<file path="config.mk">
export PLATFORM = sky130hd
export DESIGN_NAME = sts_status_port
export DESIGN_NICKNAME = d
export VERILOG_FILES = /design/src/rtl/sts_pkg.sv /design/src/rtl/sts_sync.sv /design/src/rtl/sts_lockout.sv /design/src/rtl/sts_snap.sv /design/src/rtl/sts_status_port.sv
export SDC_FILE = /design/constraint.sdc
export NUM_CORES = 1
export LEC_CHECK = 0
export BUFFER_PORTS_ARGS = -buffer_cell sky130_fd_sc_hd__buf_2
export CORE_MARGIN = 1.5
export CORE_UTILIZATION = 45
export DETAILED_ROUTE_END_ITERATION = 8
export PLACE_DENSITY_LB_ADDON = 0.08
export SYNTH_ARGS = -nofsm -noshare
export SYNTH_HDL_FRONTEND = slang
export SYNTH_SLANG_ARGS = --single-unit
</file>
<file path="constraint.sdc">
create_clock -name clk_i -period 2.8 [get_ports clk_i]
set_clock_uncertainty 0.2 [all_clocks]
set_input_delay 0.56 -clock clk_i [delete_from_list [all_inputs] [get_ports clk_i]]
set_output_delay 0.56 -clock clk_i [all_outputs]
set_load 0.005 [all_outputs]
</file>
<file path="src/rtl/sts_pkg.sv">
package sts_pkg;

   localparam int STS_W = 4;

   typedef struct packed {
      logic msurv_n;
      logic key_n;
      logic pfail_n;
      logic ready;
   } sts_word_t;

   localparam sts_word_t STS_RESET = '{msurv_n: 1'b1, key_n: 1'b1,
                                       pfail_n: 1'b1, ready: 1'b1};

   function automatic int cnt_width(input int limit);
      return (limit < 2) ? 1 : $clog2(limit + 1);
   endfunction

endpackage

</file>
<file path="src/rtl/sts_sync.sv">
module sts_sync #(
   parameter int WIDTH  = 3,
   parameter int STAGES = 2
) (
   input  logic             clk,
   input  logic             rst_n,
   input  logic [WIDTH-1:0] d,
   output logic [WIDTH-1:0] q
);

   generate
      if (STAGES == 0) begin : g_bypass
         assign q = d;
      end else begin : g_chain
         logic [WIDTH-1:0] stage_r [STAGES];
         always_ff @(posedge clk or negedge rst_n) begin
            if (!rst_n) begin
               for (int i = 0; i < STAGES; i++) stage_r[i] <= '1;
            end else begin
               stage_r[0] <= d;
               for (int i = 1; i < STAGES; i++) stage_r[i] <= stage_r[i-1];
            end
         end
         assign q = stage_r[STAGES-1];
      end
   endgenerate

endmodule

</file>
<file path="src/rtl/sts_lockout.sv">
module sts_lockout #(
   parameter int LOCK_CYCLES = 83_333
) (
   input  logic clk,
   input  logic rst_n,
   input  logic wr,
   output logic ready
);

   localparam int CW = sts_pkg::cnt_width(LOCK_CYCLES);
   localparam logic [CW-1:0] LOAD = CW'(LOCK_CYCLES);

   logic [CW-1:0] remain_r;

   always_ff @(posedge clk or negedge rst_n) begin
      if (!rst_n)                remain_r <= '0;
      else if (wr)               remain_r <= LOAD;
      else if (remain_r != '0)   remain_r <= remain_r - 1'b1;
   end

   assign ready = (remain_r == '0);

endmodule

</file>
<file path="src/rtl/sts_snap.sv">
module sts_snap (
   input  logic               clk,
   input  logic               rst_n,
   input  logic               start,
   input  logic               stop,
   input  sts_pkg::sts_word_t live,
   output sts_pkg::sts_word_t held,
   output logic               open
);

   logic open_r;
   logic take;
   sts_pkg::sts_word_t held_r;

   assign take = start & ~open_r;

   always_ff @(posedge clk or negedge rst_n) begin
      if (!rst_n) begin
         open_r <= 1'b0;
         held_r <= sts_pkg::STS_RESET;
      end else begin
         open_r <= (open_r | take) & ~stop;
         if (take) held_r <= live;
      end
   end

   assign held = held_r;
   assign open = open_r;

endmodule

</file>
<file path="src/rtl/sts_status_port.sv">
module sts_status_port #(
   parameter int LOCK_CYCLES = 83_333,
   parameter int SYNC_STAGES = 2
) (
   input  logic       clk_i,
   input  logic       rst_ni,
   input  logic       ee_wr_i,
   input  logic       pfail_ni,
   input  logic       key_ni,
   input  logic       msurv_ni,
   input  logic       rd_start_i,
   input  logic       rd_end_i,
   output logic [3:0] stat_o
);

   generate
      if (LOCK_CYCLES < 1) begin : g_bad_lock
         $error("LOCK_CYCLES must be at least 1");
      end
      if (SYNC_STAGES < 0 || SYNC_STAGES > 4) begin : g_bad_sync
         $error("SYNC_STAGES must lie in 0..4");
      end
      if (sts_pkg::STS_W != 4) begin : g_bad_w
         $error("status word must be 4 bits");
      end
   endgenerate

   logic [2:0]         lvl_raw;
   logic [2:0]         lvl_syn;
   logic               ready_w;
   logic               in_acc_w;
   sts_pkg::sts_word_t live_w;
   sts_pkg::sts_word_t held_w;

   assign lvl_raw = {msurv_ni, key_ni, pfail_ni};

   sts_sync #(.WIDTH(3), .STAGES(SYNC_STAGES)) u_sync (
      .clk   (clk_i),
      .rst_n (rst_ni),
      .d     (lvl_raw),
      .q     (lvl_syn)
   );

   sts_lockout #(.LOCK_CYCLES(LOCK_CYCLES)) u_lock (
      .clk   (clk_i),
      .rst_n (rst_ni),
      .wr    (ee_wr_i),
      .ready (ready_w)
   );

   assign live_w = '{msurv_n: lvl_syn[2], key_n: lvl_syn[1],
                     pfail_n: lvl_syn[0], ready: ready_w};

   sts_snap u_snap (
      .clk   (clk_i),
      .rst_n (rst_ni),
      .start (rd_start_i),
      .stop  (rd_end_i),
      .live  (live_w),
      .held  (held_w),
      .open  (in_acc_w)
   );

   assign stat_o = held_w;

endmodule

</file>
# --- Yosys cells after proc, flatten, opt, wreduce, memory -nomap -nowiden ---
# Cells that the tools add are included.
totals:
  wordCells: 19
  output_inout_bits: 4
  reg_bits: 28
  inputBits: 8
op_classes:
  n_mux: 2
  bitwise_logic: 5
  addsub: 1
  n_reduce_logical: 3
ops:
  columns: ["op", "n"]
  rows:
  - ["$mux W17", 2]
  - ["$logic_not A17 Y1", 1]
  - ["$reduce_bool A17 Y1", 1]
  - ["$sub A17 B1 Y17 const B", 1]
  - ["$and A1 B1 Y1", 2]
  - ["$not A1 Y1", 2]
  - ["$reduce_bool A2 Y1", 1]
  - ["$or A1 B1 Y1", 1]

# --- Logic depth before layout (Yosys ltp) ---
# Gate-level depths: netlist (run 1).
logic_depth:
  word_depth: 4
  ltp_mapped: 7

# --- Modules after synthesis ---
# A second synthesis (run 1) with hierarchy kept.
hier_totals:
  cells_unflattened: 114
  hier_area_um2: 1276.2
by_module_without_submodules:
  columns: ["module", "area_per_inst_um2", "seq_area_each_um2", "instances", "cells_each"]
  rows:
  - ["sts_lockout", 899.6, 425.4, 1, 93]
  - ["sts_snap", 196.4, 130.1, 1, 12]
  - ["sts_sync", 180.2, 157.7, 1, 9]

# --- Worst setup path after synthesis (run 1) ---
# Ideal clock, no wire load.
synth_path:
  path_kind: "flip-flop to flip-flop"
  start: "register u_lock.remain_r[0]"
  end: "register u_lock.remain_r[1]"
  t_required_ns: 2.475
  synth_period_minus_slack_ns: 2.485
  slack_ns: 0.315
  path_stages_with_launch: 8
  arrival_time_ns: 2.161
  setup_time_ns: 0.125
  path_cell_list: "dfrtp_1 -> inv_1 -> ha_1 -> or4b_2 -> buf_2 -> nor4_4 -> nand2_1 -> mux2_2"
synth_via:
  elab_chain_cells: 3
  elab_cells_between_ends: 5
  cone_classes: "add/sub (1); mux (2); reduce/logical (2)"
synth_rtl:
  columns: ["item", "line", "source"]
  rows:
  - ["start: declaration", "sts_lockout.sv:13", "logic [CW-1:0] remain_r;"]
  - ["start signal: assignment", "sts_lockout.sv:18", "else if (remain_r != '0) remain_r <= remain_r - 1'b1;"]
  - ["$sub A17 B1 Y17", "sts_lockout.sv:18", null]
  - ["$mux W17", "sts_lockout.sv:18", null]
  - ["$mux W17", "sts_lockout.sv:17", "else if (wr) remain_r <= LOAD;"]
# Several ways; a longest one is shown, not always the timed one. The select of a mux whose other input is x is not followed.
# A chain may end at the register's enable or synchronous reset.

# --- Final worst setup path (run 1) ---
layout_path:
  start: "register u_lock.remain_r[0]"
  end: "register u_lock.remain_r[10]"
# Same word-level chain as after synthesis.

==> results.yml, run 1 <==
clock_network:
  cts_buffers: 3
  cts_sinks: 28
  cts_post_setup_buffers_inserted: 0
  cts_hold_buf: 0
  root_buffer: "clkbuf_4"
  cts_tree: "built"
  clkLatencyLatePin_ns: 0.33
  cts.clk_slew.worst_paths_ns: 0.15
  ctsResizeCount: 0
  htreeDepth: 1
  ctsLongestPathBuffers: 2
synth:
  ys_async_sr_fraction_pct: 100
  synth_seq_cells: 28
  syn_area_per_cell_um2: 10.6
  synth_top_area_share_pct: 34.1
  synthTopCellsByArea: "dfrtp_1 34%, dfstp_2 20%, mux2_2 5.1%"
  synth_cell_types: 33
  synth_nets: 134
  synth_flop_cell: "dfrtp_1"
  synth_edf_count: 0
  yosysTopAreaCell: "dfrtp_1"
  syn_inst: 125
  synth.yosys.warnings: 0
  synth_area_um2: 1320
  ys_seq_area_share_pct: 54.0
outcome:
  status: "completed"
timing:
  finalSetupViolations: 0
  grt_setup_unrepaired: "false"
  maxSlewHeadroom_pct: 60.0
  period_needed_ns: 2.56
  hold_violations: 0
  tns_ns: 0
  max_clock_freq_mhz: 391
  period_share_pct: 91.4
  tightest_slew_ns: 0.600
  slew_viol_final: 0
floorplan:
  core_um2: 2780
  fp-row-count: 19
  die_x_um: 57.2
  start_util_pct: 47.5
  fp.dieH_um: 57.2
  die-area_um2: 3270
  io_pins: 12
cells_and_area:
  fillers: 261
  design_area_um2: 1460
  drive_above_1_share_pct: 27.0
  area_growth_pct: 10.5
  num-nets-final: 147
  n_antenna_cell: 0
  fin_util_pct: 52.5
critical_path:
  worstPathRequired_ns: 2.82
  critPathKind: "reg2reg"
  rr_worst_depth: 6
  critical_path.cell_chain: "inv_1, ha_1, or4b_2, or4_1, a21oi_1, o21ai_0"
  worstSetupEndpointType: "flip-flop"
  crit_fanout: 9
  worstSetupStartpoint: "u_lock.remain_r[0]"
  crit_arrival_ns: 2.58
  slowest_stage: "or4b_2"
  slowest_delay_ns: 0.75
  start_kind: "flip-flop"
  timing.rr.start: "u_lock.remain_r[0]"
placed_design:
  hpwl_mm: 1.68
  port_buffers: 11
  gp_congestion: 0.767
  place_area_um2: 1410
power_and_ir_drop:
  vdd_drop_max_mv: 0.436
  leakage_uw: 0.000555
  p_per_area_nw_per_um2: 508
  p_total_uw: 741
drt:
  ant_nets: 0
  drc: 0
  first_pass_iters: 4
  route.vias.total: 961
  routed_via_density: 5.72
  drt-initial-drc-count: 25
  wl_mm: 2.40
  avgRoutedWirePerCell_um: 14.3
global_routing:
  grt_pass1_vias: 970
  grt-ovfl-total: 0
  antenna_found_initial: 0
  grt_use_total_pct: 16.4
  grt_pass1_wl_mm: 4.21
  grt_max_degree: 29
run:
  cap_viol_max_count: 0
min_path:
  hold_path.class: "in2async"
layout by cell type (no fill, tap or decap), drive strengths merged, types with 3 or more instances in the layout:
cell    count
nor3        6
nor4        6
o31ai       4
a21oi       6
buf        14
clkbuf      4
nor2       15
dfrtp      18
or4         5
nand2       3
mux2        6
inv         6
or3         5
nor2b       4
dfstp      10
o21ai       6
report_power, final:
part / switching (uW) / total (uW) / internal [uW] / leakage, uW
registers: 12.0 / 445 / 433 / 0.000320
logic: 40.1 / 67.9 / 27.8 / 0.000209
clock network: 119 / 228 / 109 / 0.0000261
total: 171 / 741 / 570 / 0.000555
worst max-delay path: cells and delay by family, from the launching register on:
family	cells	cell delay (ns)
DFF	1	0.42
AOI/OAI and AO/OA	2	0.25
buffers and inverters	1	0.10
and+or+nand+nor	2	1.26
adders and majority gates	1	0.23
synth_stat cells, types with 2 or more instances:
master	count
dfstp_2	10
a211oi_1	2
a31oi_1	2
nand2b_1	2
buf_2	2
dfrtp_1	18
nor2b_1	4
inv_1	6
or3_1	4
mux2_2	6
or4_1	5
clkbuf_1	4
a21oi_1	6
o31ai_1	4
nor2_1	15
nor4_1	5
mux2i_1	2
nand2_1	3
o21ai_0	6
nor3_1	6
metal layers:
metal / vias to the layer above / track usage, % / part of all wire (%)
met4: 0 / 6.31 / 0
met2: 9 / 27.8 / 49
met5: - / 0 / 0
li1: 480 / - / -
met3: 0 / 2.04 / 1.9
met1: 472 / 21.4 / 49
worst paths after layout:
| check | end | slack, ns |
|---|---|---|
| max in group asynchronous | u_lock.remain_r[7] | 2.00 |
| worst max register to register | u_lock.remain_r[10] | 0.24 |
| worst max-delay path | u_lock.remain_r[10] | 0.24 |
| worst min-delay path | u_lock.remain_r[2] | 0.01 |
| worst min register to register | u_sync.q[0] | 0.17 |
| min in group clk_i | u_sync.g_chain.stage_r[4] | 0.11 |
metrics by stage:
| stage | hold WS [ns] | setup WS [ns] | cells |
|---|---|---|---|
| 3_3_place_gp | 0.146 | 0.333 | 164 |
| 6_report | 0.0124 | 0.242 | 168 |
| 4_1_cts | 0.0254 | 0.252 | 168 |
| 5_1_grt | 0.0541 | 0.150 | 168 |
| 3_5_place_dp | 0.147 | 0.267 | 164 |
| 2_1_floorplan | 0.0644 | 0.315 | 125 |
flip-flops by register name, summed over array words and instances, names as in the netlist:
register and count:
u_lock.remain_r 17, u_snap.held 4, u_snap.open 1, u_sync.g_chain.stage_r 3, u_sync.q 3
cell type report:
class / instances / area [um2] / share of cell area [%]
clock buffers: 4 / 47.5 / 3.26
multi-input cells: 85 / 559 / 38.3
well taps: 31 / 38.8 / 2.66
inverters: 6 / 22.5 / 1.54
repair buffers: 14 / 77.6 / 5.32
flip-flops and latches: 28 / 713 / 48.9
cell families (layout without fill, tap and decap cells):
logic type	count (synthesis)	count (layout)	synth area share, %
simple gates	51	51	22.6
flops	28	28	54.0
compound gates	24	24	11.6
buf+inv	12	24	3.60
mux	8	8	6.63
fa+ha+maj	1	1	0.948
xor+xnor	1	1	0.664
Power figures use the tool's default switching activity.
==> inputs of run 2 (changes only) <==
Settings changed: CTS_BUF_LIST from default to sky130_fd_sc_hd__clkbuf_16.
Clock period 2.8 ns to 2.85 ns, I/O delays scaled along.
==> run 2 against run 1 <==
Effect of this change: flip-flop and latch count unchanged; register-to-register slack improved by 0.07 ns; fmax up 0.79%; cell area increased by 1.6%; routed wire length is 5.9% lower; non-clock buffer count shrank 1; die area unchanged; clock-buffer cell count is 1 lower; clock power increased by 35%; critical endpoint unchanged.
==> results.yml, run 2 (synthesis results as in run 1) <==
drt:
  route.vias.total: 974
  wl_met2_mm: 1.08
  wl_mm: 2.26
  routed_via_density: 5.83
  met3_length_um: 83
  ant_nets: 0
  top_layer_used: "met4"
  avgRoutedWirePerCell_um: 13.5
  drt-initial-drc-count: 49
  first_pass_iters: 4
  met1_length_mm: 1.08
  drc: 0
timing:
  tns_ns: 0
  maxSlewHeadroom_pct: 60.8
  grt_setup_unrepaired: "false"
  hold_ws_ns: 0.108
  hold_violations: 0
  period_needed_ns: 2.54
  finalSetupViolations: 0
  slew_viol_final: 0
  tightest_slew_ns: 0.587
  period_share_pct: 89.1
  max_clock_freq_mhz: 394
placed_design:
  place_area_um2: 1400
  hpwl_mm: 1.56
  dp.cells: 163
  port_buffers: 11
  gp_congestion: 0.761
power_and_ir_drop:
  p_per_area_nw_per_um2: 547
  leakage_uw: 0.000563
  p_total_uw: 811
  vdd_drop_max_mv: 0.606
cells_and_area:
  design_area_um2: 1480
  drive_above_1_share_pct: 25.7
  largest_register: "u_lock.remain_r"
  mostFrequentLayoutCells: "18 x dfrtp_1, 15 x nor2_1, 11 x buf_2, 10 x dfstp_2"
  area_growth_pct: 12.3
  largest_register_ffs: 17
  layout_commonest_cell: "dfrtp_1"
  num-nets-final: 146
  n_antenna_cell: 0
  final-instance-count-excl-fill: 167
critical_path:
  worstSetupEndpointType: "flip-flop"
  worstPathRequired_ns: 2.79
  crit_fanout: 9
  critPathKind: "reg2reg"
  crit_arrival_ns: 2.48
  start_kind: "flip-flop"
clock_network:
  htreeDepth: 1
  root_buffer: "clkbuf_16"
  ctsResizeCount: 0
  clkLatencyLatePin_ns: 0.26
  cts_hold_buf: 0
  cts_buffers: 3
  cts.clk_slew.worst_paths_ns: 0.07
  cts_sinks: 28
  cts_post_setup_buffers_inserted: 0
  cts_tree: "built"
  ctsLongestPathBuffers: 2
global_routing:
  grt_max_degree: 29
  grt-ovfl-total: 0
  grt_pass1_vias: 803
  grt_use_total_pct: 14.5
  antenna_found_initial: 0
  grt_pass1_wl_mm: 3.66
outcome:
  status: "completed"
floorplan:
  die_x_um: 57.2
  start_util_pct: 47.5
  io_pins: 12
  fp.dieH_um: 57.2
  core_um2: 2780
  fp-row-count: 19
  die-area_um2: 3270
min_path:
  hold_path.class: "in2async"
run:
  cap_viol_max_count: 0
==> run 2: report_power, final <==
| group | total (uW) | internal [uW] | switching (uW) | leakage [uW] |
|---|---|---|---|---|
| registers | 438 | 426 | 11.9 | 0.000320 |
| logic | 66.2 | 27.3 | 38.9 | 0.000205 |
| clock network | 307 | 187 | 120 | 0.0000385 |
| total | 811 | 640 | 170 | 0.000563 |
==> run 2: layout make-up <==
class                           instances  area, um2
Clock buffer                            3       75.1
Sequential cell                        28        713
Tap cell                               31       38.8
Fill cell                             263       1300
Multi-Input combinational cell         85        559
Timing Repair Buffer                   13       70.1
Clock inverter                          1       3.75
Inverter                                6       22.5
==> run 2: per-layer routing <==
metal | global-route usage, % | vias up
li1 | - | 478
met1 | 20.2 | 475
met2 | 23.3 | 19
met3 | 3.40 | 2
met4 | 2.99 | 0
met5 | 0 | -
==> run 2: critical path, cell delays in order (launching register included) <==
cell and delay [ns]:
dfrtp_1 0.39, inv_1 0.10, ha_1 0.23, or4b_2 0.75, or4_1 0.51, a21oi_1 0.15
o21ai_0 0.09
==> run 2: metrics by stage <==
stage	setup slack, ns	util [%]
finish	0.312	53.3
global placement	0.385	50.5
global route	0.175	53.3
floorplan	0.365	-
detailed placement	0.307	50.5
CTS	0.310	53.3
==> run 2: final timing paths <==
path | from | endpoint | slack, ns | depth (start not counted)
max | u_lock.remain_r[0] | u_lock.remain_r[10] | 0.31 | 6
min | rst_ni | u_lock.remain_r[0] | 0.11 | 1
max reg2reg | u_lock.remain_r[0] | u_lock.remain_r[10] | 0.31 | 6
min reg2reg | u_sync.g_chain.stage_r[4] | u_sync.q[1] | 0.16 | 0
max in group asynchronous | rst_ni | u_lock.remain_r[7] | 1.95 | 1
min in group clk_i | u_sync.g_chain.stage_r[4] | u_sync.q[1] | 0.16 | 0
